<file path="src/rtl/desc_gen_pkg.sv">
package desc_gen_pkg;

    localparam int WORD_W = 32;

    typedef enum logic [2:0] {
        ST_IDLE,
        ST_EMIT,
        ST_EOL,
        ST_DONE,
        ST_DRAIN
    } gen_state_e;

    // Reverse the byte order of one table word (big-endian table layout).
    function automatic logic [WORD_W-1:0] swap_bytes(input logic [WORD_W-1:0] w);
        logic [WORD_W-1:0] r;
        for (int b = 0; b < WORD_W / 8; b++) begin
            r[b*8 +: 8] = w[(WORD_W/8 - 1 - b)*8 +: 8];
        end
        return r;
    endfunction

endpackage

</file>
<file path="src/rtl/dg_chunk.sv">
module dg_chunk #(
    parameter int ADDR_W  = 32,
    parameter int LEN_W   = 32,
    parameter int BOUND_W = 16
) (
    input  logic [ADDR_W-1:0]  cur_addr,
    input  logic [LEN_W-1:0]   rem_len,
    output logic [BOUND_W:0]   chunk_len
);
    localparam logic [BOUND_W:0] SPAN = {1'b1, {BOUND_W{1'b0}}};

    logic [BOUND_W:0] to_bound;

    always_comb begin
        to_bound = SPAN - {1'b0, cur_addr[BOUND_W-1:0]};
        if (rem_len < LEN_W'(to_bound)) begin
            chunk_len = rem_len[BOUND_W:0];
        end else begin
            chunk_len = to_bound;
        end
    end
endmodule

</file>
<file path="src/rtl/dg_word_fmt.sv">
module dg_word_fmt
    import desc_gen_pkg::*;
#(
    parameter int ADDR_W  = 32,
    parameter int BOUND_W = 16
) (
    input  logic [1:0]         word_sel,
    input  logic [ADDR_W-1:0]  ent_addr,
    input  logic [BOUND_W:0]   ent_len,
    input  logic               ent_eol,
    output logic [WORD_W-1:0]  word
);
    logic [WORD_W-1:0] len_word;
    logic [WORD_W-1:0] addr_word;

    always_comb begin
        addr_word = WORD_W'(ent_addr);
        len_word  = WORD_W'(ent_len);
        len_word[WORD_W-1] = ent_eol;
        unique case (word_sel)
            2'd1:    word = swap_bytes(addr_word);
            2'd3:    word = swap_bytes(len_word);
            default: word = '0;
        endcase
    end
endmodule

</file>
<file path="src/rtl/desc_table_gen.sv">
module desc_table_gen
    import desc_gen_pkg::*;
#(
    parameter int ENTRIES = 64,
    parameter int ADDR_W  = 32,
    parameter int LEN_W   = 32,
    parameter int BOUND_W = 16,
    localparam int EW     = $clog2(ENTRIES),
    localparam int CW     = $clog2(ENTRIES + 1),
    localparam int MAW    = EW + 2
) (
    input  logic              clk,
    input  logic              rst_n,
    input  logic              seg_valid,
    output logic              seg_ready,
    input  logic [ADDR_W-1:0] seg_addr,
    input  logic [LEN_W-1:0]  seg_len,
    input  logic              seg_last,
    output logic              mem_we,
    output logic [MAW-1:0]    mem_addr,
    output logic [31:0]       mem_wdata,
    output logic              done,
    output logic [CW-1:0]     done_count,
    output logic              done_ovf
);
    typedef struct packed {
        gen_state_e        st;
        logic [ADDR_W-1:0] addr;
        logic [LEN_W-1:0]  rem;
        logic [1:0]        widx;
        logic [CW-1:0]     cnt;
        logic [BOUND_W:0]  last_len;
        logic              seg_last;
        logic              drain;
        logic              ovf;
    } regs_t;

    localparam regs_t RESET_VAL = '{
        st: ST_IDLE, addr: '0, rem: '0, widx: '0, cnt: '0,
        last_len: '0, seg_last: 1'b0, drain: 1'b0, ovf: 1'b0
    };

    regs_t r_q, r_d;

    logic [BOUND_W:0] chunk_len;
    logic [1:0]       fmt_sel;
    logic [BOUND_W:0] fmt_len;
    logic             fmt_eol;
    logic [31:0]      fmt_word;
    logic [CW-1:0]    last_idx;

    dg_chunk #(.ADDR_W(ADDR_W), .LEN_W(LEN_W), .BOUND_W(BOUND_W)) u_chunk (
        .cur_addr  (r_q.addr),
        .rem_len   (r_q.rem),
        .chunk_len (chunk_len)
    );

    dg_word_fmt #(.ADDR_W(ADDR_W), .BOUND_W(BOUND_W)) u_fmt (
        .word_sel (fmt_sel),
        .ent_addr (r_q.addr),
        .ent_len  (fmt_len),
        .ent_eol  (fmt_eol),
        .word     (fmt_word)
    );

    always_comb begin
        r_d       = r_q;
        mem_we    = 1'b0;
        mem_addr  = '0;
        fmt_sel   = r_q.widx;
        fmt_len   = chunk_len;
        fmt_eol   = 1'b0;
        last_idx  = r_q.cnt - 1'b1;
        seg_ready = (r_q.st == ST_IDLE) || (r_q.st == ST_DRAIN);

        unique case (r_q.st)
            ST_IDLE: begin
                if (seg_valid) begin
                    r_d.seg_last = seg_last;
                    r_d.drain    = !seg_last;
                    if (seg_len == '0) begin
                        r_d.drain = !seg_last;
                        r_d.st    = (r_q.cnt == '0) ? ST_DONE : ST_EOL;
                    end else begin
                        r_d.drain = 1'b0;
                        r_d.addr  = seg_addr;
                        r_d.rem   = seg_len;
                        r_d.widx  = 2'd0;
                        r_d.st    = ST_EMIT;
                    end
                end
            end
            ST_EMIT: begin
                if (r_q.widx == 2'd0 && r_q.cnt == CW'(ENTRIES)) begin
                    r_d.ovf   = 1'b1;
                    r_d.drain = !r_q.seg_last;
                    r_d.st    = ST_DONE;
                end else begin
                    mem_we   = 1'b1;
                    mem_addr = {r_q.cnt[EW-1:0], r_q.widx};
                    r_d.widx = r_q.widx + 2'd1;
                    if (r_q.widx == 2'd3) begin
                        r_d.cnt      = r_q.cnt + 1'b1;
                        r_d.addr     = r_q.addr + ADDR_W'(chunk_len);
                        r_d.rem      = r_q.rem - LEN_W'(chunk_len);
                        r_d.last_len = chunk_len;
                        if (r_q.rem == LEN_W'(chunk_len)) begin
                            r_d.st = r_q.seg_last ? ST_EOL : ST_IDLE;
                        end
                    end
                end
            end
            ST_EOL: begin
                mem_we   = 1'b1;
                mem_addr = {last_idx[EW-1:0], 2'd3};
                fmt_sel  = 2'd3;
                fmt_len  = r_q.last_len;
                fmt_eol  = 1'b1;
                r_d.st   = ST_DONE;
            end
            ST_DONE: begin
                r_d.st    = r_q.drain ? ST_DRAIN : ST_IDLE;
                r_d.cnt   = '0;
                r_d.ovf   = 1'b0;
                r_d.drain = 1'b0;
            end
            ST_DRAIN: begin
                if (seg_valid && seg_last) begin
                    r_d.st = ST_IDLE;
                end
            end
            default: r_d.st = ST_IDLE;
        endcase

        mem_wdata  = fmt_word;
        done       = (r_q.st == ST_DONE);
        done_count = r_q.ovf ? '0 : r_q.cnt;
        done_ovf   = (r_q.st == ST_DONE) && r_q.ovf;
    end

    always_ff @(posedge clk) begin
        if (!rst_n) begin
            r_q <= RESET_VAL;
        end else begin
            r_q <= r_d;
        end
    end

    // no segment is taken while the table is being written
    p_ready_quiet_r8: assert property (@(posedge clk) disable iff (!rst_n)
        mem_we |-> !seg_ready);

    // completion is a one-cycle pulse
    p_done_pulse_r7: assert property (@(posedge clk) disable iff (!rst_n)
        done |=> !done);

    // a non-empty good list finishes right after its last write
    p_done_after_write_r7: assert property (@(posedge clk) disable iff (!rst_n)
        (done && !done_ovf && done_count != '0) |-> $past(mem_we));

    // overflow reports a zero count
    p_ovf_count_zero_r3: assert property (@(posedge clk) disable iff (!rst_n)
        (done && done_ovf) |-> (done_count == '0));

    // the entry counter never exceeds the table size
    p_count_bound_r3: assert property (@(posedge clk) disable iff (!rst_n)
        r_q.cnt <= CW'(ENTRIES));

    // reset leaves the block idle
    p_reset_idle_r9: assert property (@(posedge clk)
        !rst_n |=> (!done && !mem_we && seg_ready));

endmodule

</file>
<file path="config.mk">
export PLATFORM = sky130hd
export DESIGN_NAME = desc_table_gen
export DESIGN_NICKNAME = d
export VERILOG_FILES = /design/src/rtl/desc_gen_pkg.sv /design/src/rtl/dg_chunk.sv /design/src/rtl/dg_word_fmt.sv /design/src/rtl/desc_table_gen.sv
export SDC_FILE = /design/constraint.sdc
export NUM_CORES = 1
export LEC_CHECK = 0
export ABC_AREA = 1
export BUFFER_PORTS_ARGS = -buffer_cell sky130_fd_sc_hd__buf_2
export CORE_MARGIN = 4
export CORE_UTILIZATION = 36
export DETAILED_ROUTE_END_ITERATION = 10
export PLACE_DENSITY_LB_ADDON = 0.05
export SLEW_MARGIN = 15
export SYNTH_ARGS = -nofsm -noshare
export SYNTH_HDL_FRONTEND = slang
export SYNTH_SLANG_ARGS = --single-unit
</file>
<file path="constraint.sdc">
create_clock -name clk -period 7.5 [get_ports clk]
set_input_delay 1.125 -clock clk [delete_from_list [all_inputs] [get_ports clk]]
set_output_delay 1.125 -clock clk [all_outputs]
set_load 0.005 [all_outputs]
</file>
* Word-level counts from Yosys, hierarchy flattened
Cells that the tools add are included.
Storage, ports and cells: register bits 96, bits in latches 0, RAM bits 0, memory bits (read-only) 0, input port bits 68, output and inout bits 51, memories kept 0
Operators by class: add/subtract/negate cells 6, multipliers 0, divide/modulo/power cells 0, magnitude comparators 1, equal/unequal tests 17, shift-type cells 0, multiplexer cells 30, bitwise logic cells 1, reductions and logical operators 21
Operator list (count):
- $pmux W66 S2 | 1
- $mux W90 | 1
- $mux W69 | 1
- $mux W67 | 1
- $mux W66 | 1
- $pmux W32 S2 | 1
- $mux W17 | 2
- $add A32 B17 Y32 | 1
- $eq A32 B17 Y1 | 1
- $logic_not A32 Y1 | 1
- $lt A32 B17 Y1 | 1
- $sub A32 B17 Y32 | 1
- $mux W24 | 1
- $sub A17 B16 Y17 const A | 1
- $pmux W8 S2 | 1
- $pmux W3 S5 | 1
- $pmux W7 S2 | 1
- $mux W3 | 4
- $ne A2 B2 Y1 const B | 5
- $reduce_and A3 Y1 | 3
- $mux W2 | 4
- $mux W8 | 1
- $reduce_and A4 Y1 | 2
- $add A7 B1 Y7 const B | 1
- 25 further kinds | 38

* Longest topological paths before layout
Gate-level depths: netlist (run 1).
depth after elaboration 8, mapped depth 34, gate-level depth less buffers 33

* By module
Synthesis (run 1) repeated with hierarchy kept, for this count alone.
Second synthesis, totals: cells, all modules 1770, area, all modules 9879.5 um2
Modules (own cells, without submodules):
- desc_table_gen | times used 1, cells each 1479, area an instance 8284.2 um2, sequential area each 1921.8 um2
- dg_chunk | times used 1, cells each 199, area an instance 1097.3 um2, sequential area each 0.0 um2
- dg_word_fmt | times used 1, cells each 92, area an instance 498.0 um2, sequential area each 0.0 um2

* Least setup slack after synthesis (run 1)
OpenSTA, ideal clock, no wires.
path type register to register, start register r_q[61] (netlist bit), end register r_q[91] (netlist bit), setup time 70 ps, arrival 4163 ps, required time 7430 ps, setup slack 3268 ps, stages on the path, launching flop included 27, path buffers 1, clock period less this slack 4232 ps, path through dfxtp_1 > inv_1 > ha_1 > nand2_1 > nor2_1 > nand3_1 > nor2_1 > nand2_1 > nor3b_1 > inv_1 > ha_1 > nor4_4 > nand2_4 > buf_12 > nand2_4 > nand2_1 > ha_1 > fa_1 > nand3_1 > nand2_1 > nand2_1 > nand2_1 > nand3_1 > nand3_1 > nand3_1 > nand3_1 > a21oi_1
Between the ends: word-level cells in the longest chain between the ends 7
RTL lines:
- from (decl) | line desc_table_gen.sv:43 | regs_t r_q, r_d;
- from (signal assigned) | line desc_table_gen.sv:145 | r_q <= r_d;
- $sub A17 B16 Y17 * | line dg_chunk.sv:15 | to_bound = SPAN - {1'b0, cur_addr[BOUND_W-1:0]};
- $lt A32 B17 Y1 | line dg_chunk.sv:16 | if (rem_len < LEN_W'(to_bound)) begin
- $mux W17 * | line dg_chunk.sv:16
- named net chunk_len[0] | line desc_table_gen.sv:45 | logic [BOUND_W:0] chunk_len;
- $add A32 B17 Y32 * | line desc_table_gen.sv:104 | r_d.addr = r_q.addr + ADDR_W'(chunk_len);
- $mux W67 * | line desc_table_gen.sv:102 | if (r_q.widx == 2'd3) begin
- $mux W90 * | line desc_table_gen.sv:94 | if (r_q.widx == 2'd0 && r_q.cnt == CW'(ENTRIES)) begin
- $pmux W66 S2 * | line desc_table_gen.sv:76 | unique case (r_q.st)
Mark *: on every way through the listed nets, which the timed path passes. The rest lies on a longest branch. The select of a mux whose other input is x is not followed. A chain may end at the register's enable or synchronous reset.

* Final worst setup path (run 1)
start register r_q[62] (netlist bit), end register r_q[59] (netlist bit)
Between the ends: word-level cells in the longest chain between the ends 7
RTL lines:
- $sub A17 B16 Y17 | line dg_chunk.sv:15
- $lt A32 B17 Y1 | line dg_chunk.sv:16
- $mux W17 | line dg_chunk.sv:16
- named net chunk_len[0] | line desc_table_gen.sv:45
- $sub A32 B17 Y32 | line desc_table_gen.sv:105 | r_d.rem = r_q.rem - LEN_W'(chunk_len);
- $mux W67 | line desc_table_gen.sv:102
- $mux W90 | line desc_table_gen.sv:94
- $pmux W66 S2 | line desc_table_gen.sv:76
The timed path passes the listed nets, and every way through them passes these cells. The select of a mux whose other input is x is not followed.

==> impl_results.md, run 1 <==
* Status: complete, no violations
* DPL Wire Length at 25900 µm
* Worst Setup SP: r_q[62]$_SDFFE_PN0P_
* Final slew viol count at 0
* Crit share post-route at 0.710
* Critical Path End Type: flip-flop
* Post-CTS setup buffer count at 0
* Yosys warns at 0
* Starting DRT DRC Count at 773
* Number of CTS-inserted buffers at 9
* Mapped Cells at 1628
* Die X at 169 µm
* Worst-path fanout max at 19
* Vias in the first global route at 9985
* Hold bufs inserted after CTS at 0
* Placed cells at 2033
* DIE AREA at 28700 µm²
* GRT Util Overall at 0.234
* Slew headroom at 0.251
* Synth Net Count at 1761
* Clk_lat worst skew at 360 ps
* Biggest registers after layout: r_q x96
* Final worst setup slack at 2180 ps
* Final setup violation count at 0
* Number of synthesized flops with an enable pin at 0
* Reg2reg start: r_q[62]$_SDFFE_PN0P_
* DRT Pass-1 Iters at 5
* Total vias in the final route at 10500
* Number of flip-flops in the largest register at 96
* Post-DP Area at 10200 µm²
* Wire length per cell at 16.5 µm
* Ports at 119
* # nets final at 1847
* Final wirelength at 33800 µm
* Final hold vios at 0
* Setup WS pre-CTS at 2300 ps
* Cell taking the most area after synthesis: dfxtp_1
* Post-route cell area at 10500 µm²
* IO buf count at 118
* Synth Register Bits at 96
* CTS max path bufs at 2
* FP Rows at 58
* GPL Wtd Cong at 0.947
* R2r setup slk at 2180 ps
* Cell Count, Final, Fillers Out at 2049
* Initial Utilization at 0.369
* Worst vdd ir at 0.139 mV
* Vias/cell at 5.12
* MaxCap Viol Count at 0
* Antenna cell count at 0
* CP endpoint: r_q[59]$_SDFFE_PN0P_
* FF-to-FF End: r_q[59]$_SDFFE_PN0P_
* Register area share after synthesis at 0.205
* Period minus WS final at 5320 ps
* Mean Syn Cell Area at 5.76 µm²
* Share of layout cells above drive strength 1 at 0.109
* Cells on worst reg2reg path at 26
* # clock sinks at 96
* Top cell type's share of synthesized area at 0.205
* CP required at 7800 ps
* LEAKAGE at 0.00542 µW
* Total negative slack at 0 ps
* Grt ovf at 0
* ANT nets after route at 0
* CP Launch Type: flip-flop
* Setup CP Type: reg2reg
* CTS tree: yes
* CTS root buffer: clkbuf_16
* Largest net degree at the start of global routing at 65
* Max Fclk at 0.188 GHz
* Share of flip-flops with an asynchronous set or reset at 0
* Tot Pwr at 3510 µW
* First-pass GRT wire length at 53800 µm
* Synthesis-to-finish area growth at 11.5%
* Top FF cell, synth: dfxtp_1
* Top reg by flops: r_q
* FILL cells at 2924
* Cts repair resizes at 0
* Clock H-tree levels at 3
* Top cells by area, synth: dfxtp_1, nand2_1, a21oi_1
* Worst-Margin Slew at 1120 ps
* Initial antenna violation count at 0
* Arr. time, crit path at 5620 ps
* Placeable core area at 25400 µm²
* Setup Skew at 11.7 ps
* RSZ-0062 raised after global routing: no
* PwrDens at 336 nW/µm²
* Synth cell types at 49
* Clock-pin slew on the worst setup and hold paths at 80 ps
* Hold path depth at 2
* Die H at 169 µm
* Netlist Area Pre-Place at 9370 µm²
* DRC Markers at 0
* Hold WC Path Type: reg2reg
==> metal layers <==
layer  vias up  part of all wire  GRT usage
li1       5483                 -          -
met2       230              0.45      0.389
met3        20             0.043     0.0219
met4         0            0.0093     0.0396
met5         -                 0          0
met1      4752              0.50      0.334
==> power by group <==
group | total [µW] | switching [µW] | internal [µW]
registers | 747 | 143 | 605
clock network | 472 | 234 | 238
logic | 2300 | 1570 | 722
==> logic make-up after synthesis <==
family,share of synthesized area
AO/OA/AOI/OAI,0.188
XOR/XNOR,0.0112
adder cells (fa/ha/maj),0.0884
buffers and inverters,0.122
flip-flops,0.205
AND/OR/NAND/NOR,0.385
==> cell usage after synthesis, drive strengths merged (3+ instances only) <==
| master | instances |
|---|---|
| xnor2 | 3 |
| nand2 | 419 |
| buf | 27 |
| o22ai | 4 |
| or2 | 6 |
| a21oi | 165 |
| inv | 228 |
| nor3 | 31 |
| nor4 | 6 |
| nand3 | 158 |
| ha | 63 |
| clkbuf | 24 |
| xor2 | 9 |
| a21o | 5 |
| nand4 | 17 |
| o21bai | 3 |
| o21ai | 138 |
| dfxtp | 96 |
| o21a | 3 |
| a211oi | 5 |
| o211ai | 3 |
| nor2 | 198 |
==> placed cells by master, fill, tap and decap left out, types with 4 or more instances in the layout <==
master     synthesis  final
nand2_4            9      9
nand4_1           17     17
ha_1              63     63
a211oi_1           4      4
dfxtp_1           96     96
inv_1            218    218
nor4_1             5      5
nand2_1          404    404
or2_2              6      6
nor2_1           189    189
nor3_1            29     29
buf_2             14    118
nand2_2            6      6
a21o_1             5      5
o21ai_1           12     12
nand3_1          158    158
nor2_2             7      7
o21ai_0          125    125
o22ai_1            4      4
xor2_1             9      9
inv_2             10     10
a21oi_1          165    165
clkbuf_16          0      9
buf_4              7      8
==> critical path, stage by stage, from the launching register on <==
cell	delay, ps
dfxtp_1	360
inv_1	130
ha_1	190
nand2_1	60
nor2_1	150
nand3_1	160
nor2_1	160
nand2_1	120
nor3b_1	350
inv_1	120
ha_1	280
nor4_4	350
buf_4	300
nand2_4	250
nand2_4	140
nand2_1	120
ha_1	210
inv_1	70
fa_1	210
inv_1	60
o21ai_1	310
a21oi_1	210
o21ai_1	390
nand2_1	210
nand3_1	110
nand3_1	70
a21oi_1	130
==> worst min-delay path by stage <==
| stage | startpoint | end | slack [ps] |
|---|---|---|---|
| CTS | r_q[1]$_SDFFE_PN0P_ | r_q[95]$_SDFFE_PN0P_ | 460 |
| global route | r_q[1]$_SDFFE_PN0P_ | r_q[95]$_SDFFE_PN0P_ | 510 |
| detailed placement | r_q[1]$_SDFFE_PN0P_ | r_q[95]$_SDFFE_PN0P_ | 450 |
| finish | r_q[1]$_SDFFE_PN0P_ | r_q[95]$_SDFFE_PN0P_ | 470 |
| global placement | r_q[1]$_SDFFE_PN0P_ | r_q[95]$_SDFFE_PN0P_ | 460 |
| floorplan | r_q[1]$_SDFFE_PN0P_ | r_q[95]$_SDFFE_PN0P_ | 440 |
==> stage by stage <==
| step | utilization | hold slack (ps) |
|---|---|---|
| floorplan | - | 440 |
| global placement | 0.400 | 456 |
| detailed placement | 0.400 | 452 |
| CTS | 0.412 | 464 |
| global route | 0.412 | 506 |
| finish | 0.412 | 469 |
==> area by class of cell <==
| cell class | count | area, µm² | share of cell area |
|---|---|---|---|
| clock inverters | 5 | 40.0 | 0.00383 |
| repair buffers | 126 | 651 | 0.0622 |
| inverters | 230 | 863 | 0.0826 |
| flip-flops and latches | 96 | 1920 | 0.184 |
| well taps | 330 | 413 | 0.0395 |
| multi-input cells | 1251 | 6320 | 0.605 |
| clock buffers | 11 | 243 | 0.0232 |
Power figures use the tool's default switching activity.
==> inputs of run 2 (changes only) <==
--- a/config.mk
+++ b/config.mk
@@ -5,7 +5,7 @@
 export SDC_FILE = /design/constraint.sdc
 export NUM_CORES = 1
 export LEC_CHECK = 0
-export ABC_AREA = 1
+export ABC_AREA = 0
 export BUFFER_PORTS_ARGS = -buffer_cell sky130_fd_sc_hd__buf_2
 export CORE_MARGIN = 4
 export CORE_UTILIZATION = 36
==> constraint.sdc (replaced) <==
create_clock -name clk -period 4.8 [get_ports clk]
set_input_delay 0.72 -clock clk [delete_from_list [all_inputs] [get_ports clk]]
set_output_delay 0.72 -clock clk [all_outputs]
set_load 0.005 [all_outputs]
==> run 2 against run 1 <==
The flow now finishes with violations (negative setup slack). Global-route usage up 0.86 points. Worst setup slack got worse by 2600 ps. Routed wire length shrank 6.8%. Maximum frequency rose by 2.2%. Synthesized cell count fell by 32%. Clock power up 76%. Die area is 11% lower. Via count shrank 11%. Sequential power increased by 29%. Register-to-register slack worse by 2600 ps. First-iteration DRC count decreased by 11%. Sequential cell count stayed put. Largest cell class unchanged.
==> impl_results.md, run 2 <==
* Top FF cell, synth: dfxtp_1
* Fin util at 0.509 (+0.0978)
* CTS max path bufs at 2 (unchanged)
* RSZ-0062 raised after global routing: yes
* Initial antenna violation count at 0 (unchanged)
* Setup CP Type: reg2reg
* DPL Wire Length at 22900 µm (-12%)
* Hold_sp: r_q[1]$_SDFFE_PN0P_
* CTS root buffer: clkbuf_16
* CP endpoint: r_q[88]$_SDFFE_PN0P_
* Slew headroom at 0.317 (+0.0666)
* Critical Path End Type: flip-flop
* Crit-path leading delay family: simple AND/OR/NAND/NOR gates
* Mean Syn Cell Area at 7.49 µm² (+30%)
* GPL Wtd Cong at 0.846 (-11%)
* Violated checks: negative setup slack
* Final worst setup slack at -409 ps (-2590 ps)
* MaxCap Viol Count at 0 (unchanged)
* Crit. path cell count at 27 (+3.8%)
* Status: finished, violations left
* Clock-pin slew on the worst setup and hold paths at 80 ps (about the same)
* Arr. time, crit path at 5470 ps (-150 ps)
* DRC Markers at 0 (unchanged)
* Period minus WS final at 5210 ps (-114 ps)
* DRT Pass-1 Iters at 4 (-1)
* Wire length per cell at 19.1 µm (+16%)
* Die X at 160 µm (-5.8%)
* Netlist Area Pre-Place at 8270 µm² (-12%)
* Clock H-tree levels at 3 (unchanged)
* Hold WC Path Type: reg2reg
* Grt ovf at 0 (unchanged)
* Reg2reg start: r_q[61]$_SDFFE_PN0P_
* Most frequent cells in the layout: buf_4, buf_2, nand2_1
* Top reg by flops: r_q
* # clock sinks at 96 (unchanged)
* CP max stage cell: or4b_4
* # nets final at 1496 (-19%)
* FF-to-FF End: r_q[88]$_SDFFE_PN0P_
* Vias/cell at 5.62 (+9.8%)
* Worst-Margin Slew at 1020 ps (-93.0 ps)
* Synth cell types at 83 (+69%)
* Placeable core area at 22600 µm² (-11%)
* Crit path largest cell delay at 460 ps (+70 ps)
* Number of flip-flops in the largest register at 96 (unchanged)
* Final wirelength at 31600 µm (-6.8%)
* GRT Util Overall at 0.242 (+0.00857)
* Worst-path fanout max at 8 (-11)
* R2r setup slk at -410 ps (-2590 ps)
* Final hold vios at 0 (unchanged)
* Max Fclk at 0.192 GHz (+2.2%)
* Register area share after synthesis at 0.232 (+0.0274)
* Ports at 119 (unchanged)
* ANT nets after route at 0 (unchanged)
* Synth Register Bits at 96 (unchanged)
* Clk_lat worst skew at 370 ps (about the same)
* Total vias in the final route at 9284 (-11%)
* Antenna cell count at 0 (unchanged)
* Mapped Cells at 1104 (-32%)
* Most common cell after layout, fill and taps aside: buf_4
* Starting DRT DRC Count at 685 (-11%)
* WHS at 464 ps (-4.74 ps)
* Vias in the first global route at 9042 (-9.4%)
* Setup Skew at 16.3 ps (+4.59 ps)
* Number of synthesized flops with an enable pin at 0 (unchanged)
* Initial Utilization at 0.365 (-0.00388)
* FILL cells at 2268 (-22%)
* Cell taking the most area after synthesis: dfxtp_1
* PwrDens at 449 nW/µm² (+33%)
* Top cells by area, synth: dfxtp_1, ha_1, a21oi_1
* Cell Count, Final, Fillers Out at 1653 (-19%)
* CP Launch Type: flip-flop
* Share of layout cells above drive strength 1 at 0.347 (+0.238)
* Final slew viol count at 0 (unchanged)
* DIE AREA at 25500 µm² (-11%)
* Final setup violation count at 58 (+58)
* Worst vdd ir at 0.207 mV (+48%)
* Biggest registers after layout: r_q x96
* Crit share post-route at 1.09 (+0.376)
* Placed cells at 1611 (-21%)
* Share of flip-flops with an asynchronous set or reset at 0 (unchanged)
* IO buf count at 118 (unchanged)
* Synth Net Count at 1237 (-30%)
* Count leader, synth: nand2_1
* Yosys warns at 0 (unchanged)
* Cells on worst reg2reg path at 27 (+3.8%)
* FP Rows at 55 (-5.2%)
* Number of CTS-inserted buffers at 9 (unchanged)
* CP required at 5060 ps (-2740 ps)
* Synthesis-to-finish area growth at 39.5%
* Top cell type's share of synthesized area at 0.232 (+0.0274)
* LEAKAGE at 0.00515 µW (-5.0%)
* First-pass GRT wire length at 50200 µm (-6.7%)
* Largest net degree at the start of global routing at 70 (+7.7%)
* Most frequent cells after synthesis: nand2_1, dfxtp_1, a21oi_1, o21ai_0, nor2_1
* CTS tree: yes
* Worst Setup SP: r_q[61]$_SDFFE_PN0P_
* CP bufs+invs at 7 (+2)
* Die H at 160 µm (-5.8%)
==> run 2: changes by cell type in the layout (fill, tap and decap cells not counted), moves of 17 or more <==
cell,previous run,this run
nand3_1,158,30
buf_4,8,190
nor2_1,189,75
nand2_1,404,96
inv_1,218,48
xnor2_1,3,21
o21ai_0,125,68
a21oi_1,165,74
and2_1,0,21
a221oi_2,0,17
==> run 2: cell families after synthesis <==
kind of cell,synth area share
buf+inv,0.0640
xor+xnor,0.0424
fa+ha+maj,0.100
compound gates,0.294
flops,0.232
mux,0.0281
simple gates,0.239
==> run 2: how the worst min path moves through the flow <==
| stage | slack [ps] | to | cells after the start |
|---|---|---|---|
| finish | 460 | r_q[95]$_SDFFE_PN0P_ | 2 |
| global route | 480 | r_q[95]$_SDFFE_PN0P_ | 2 |
| CTS | 470 | r_q[95]$_SDFFE_PN0P_ | 2 |
| detailed placement | 450 | r_q[95]$_SDFFE_PN0P_ | 2 |
| global placement | 450 | r_q[95]$_SDFFE_PN0P_ | 2 |
| floorplan | 440 | r_q[95]$_SDFFE_PN0P_ | 2 |
==> run 2: metal layers <==
layer / part of all wire / vias up / global-route usage
met5: 0 / - / 0
met4: 0.014 / 0 / 0.0556
met3: 0.039 / 26 / 0.0267
met2: 0.44 / 206 / 0.377
met1: 0.51 / 4410 / 0.359
li1: - / 4642 / -
==> run 2: final cells by class <==
class	count	area (µm²)	area share
multi-input cells	886	6630	0.575
repair buffers	314	2090	0.181
flip-flops and latches	96	1930	0.167
well taps	285	357	0.0309
clock buffers	10	229	0.0199
inverters	56	213	0.0184
clock inverters	6	90.1	0.00781
==> run 2: per-stage QoR <==
step / setup slack [ps] / TNS [ps] / instance area [µm²] / total power [µW]
finish: -409 / -13500 / 11500 / 5170
global route: -660 / -32150 / 11500 / 5540
CTS: -403 / -15440 / 11200 / 5020
detailed placement: -536 / -18190 / 10400 / 3860
global placement: -462 / -14230 / 10400 / 3860
floorplan: -125 / -1060 / 8500 / 2630
==> run 2: worst reg2reg max path: cells and delay by family (launching register included) <==
kind,cells,cell delay (ps)
fa+ha+maj,3,550
mux,1,210
flops,1,350
simple gates,8,1530
compound gates,7,1470
buf+inv,7,890
xor+xnor,1,130
==> run 2: repair_timing <==
| item | CTS | global route |
|---|---|---|
| buffers inserted | 17 | 9 |
| cloned | 1 | 0 |
| hold buffers | 0 | 0 |
| gates resized for setup | 81 | 50 |
| pin swaps | 23 | 36 |
| setup endpoints to repair | 63 | 78 |
==> run 2: power by group <==
part           switching [µW]  internal [µW]  total, µW  leakage [µW]
Sequential               97.7            864        962      0.000787
Combinational            1710           1680       3380       0.00421
Clock                     368            462        830      0.000155
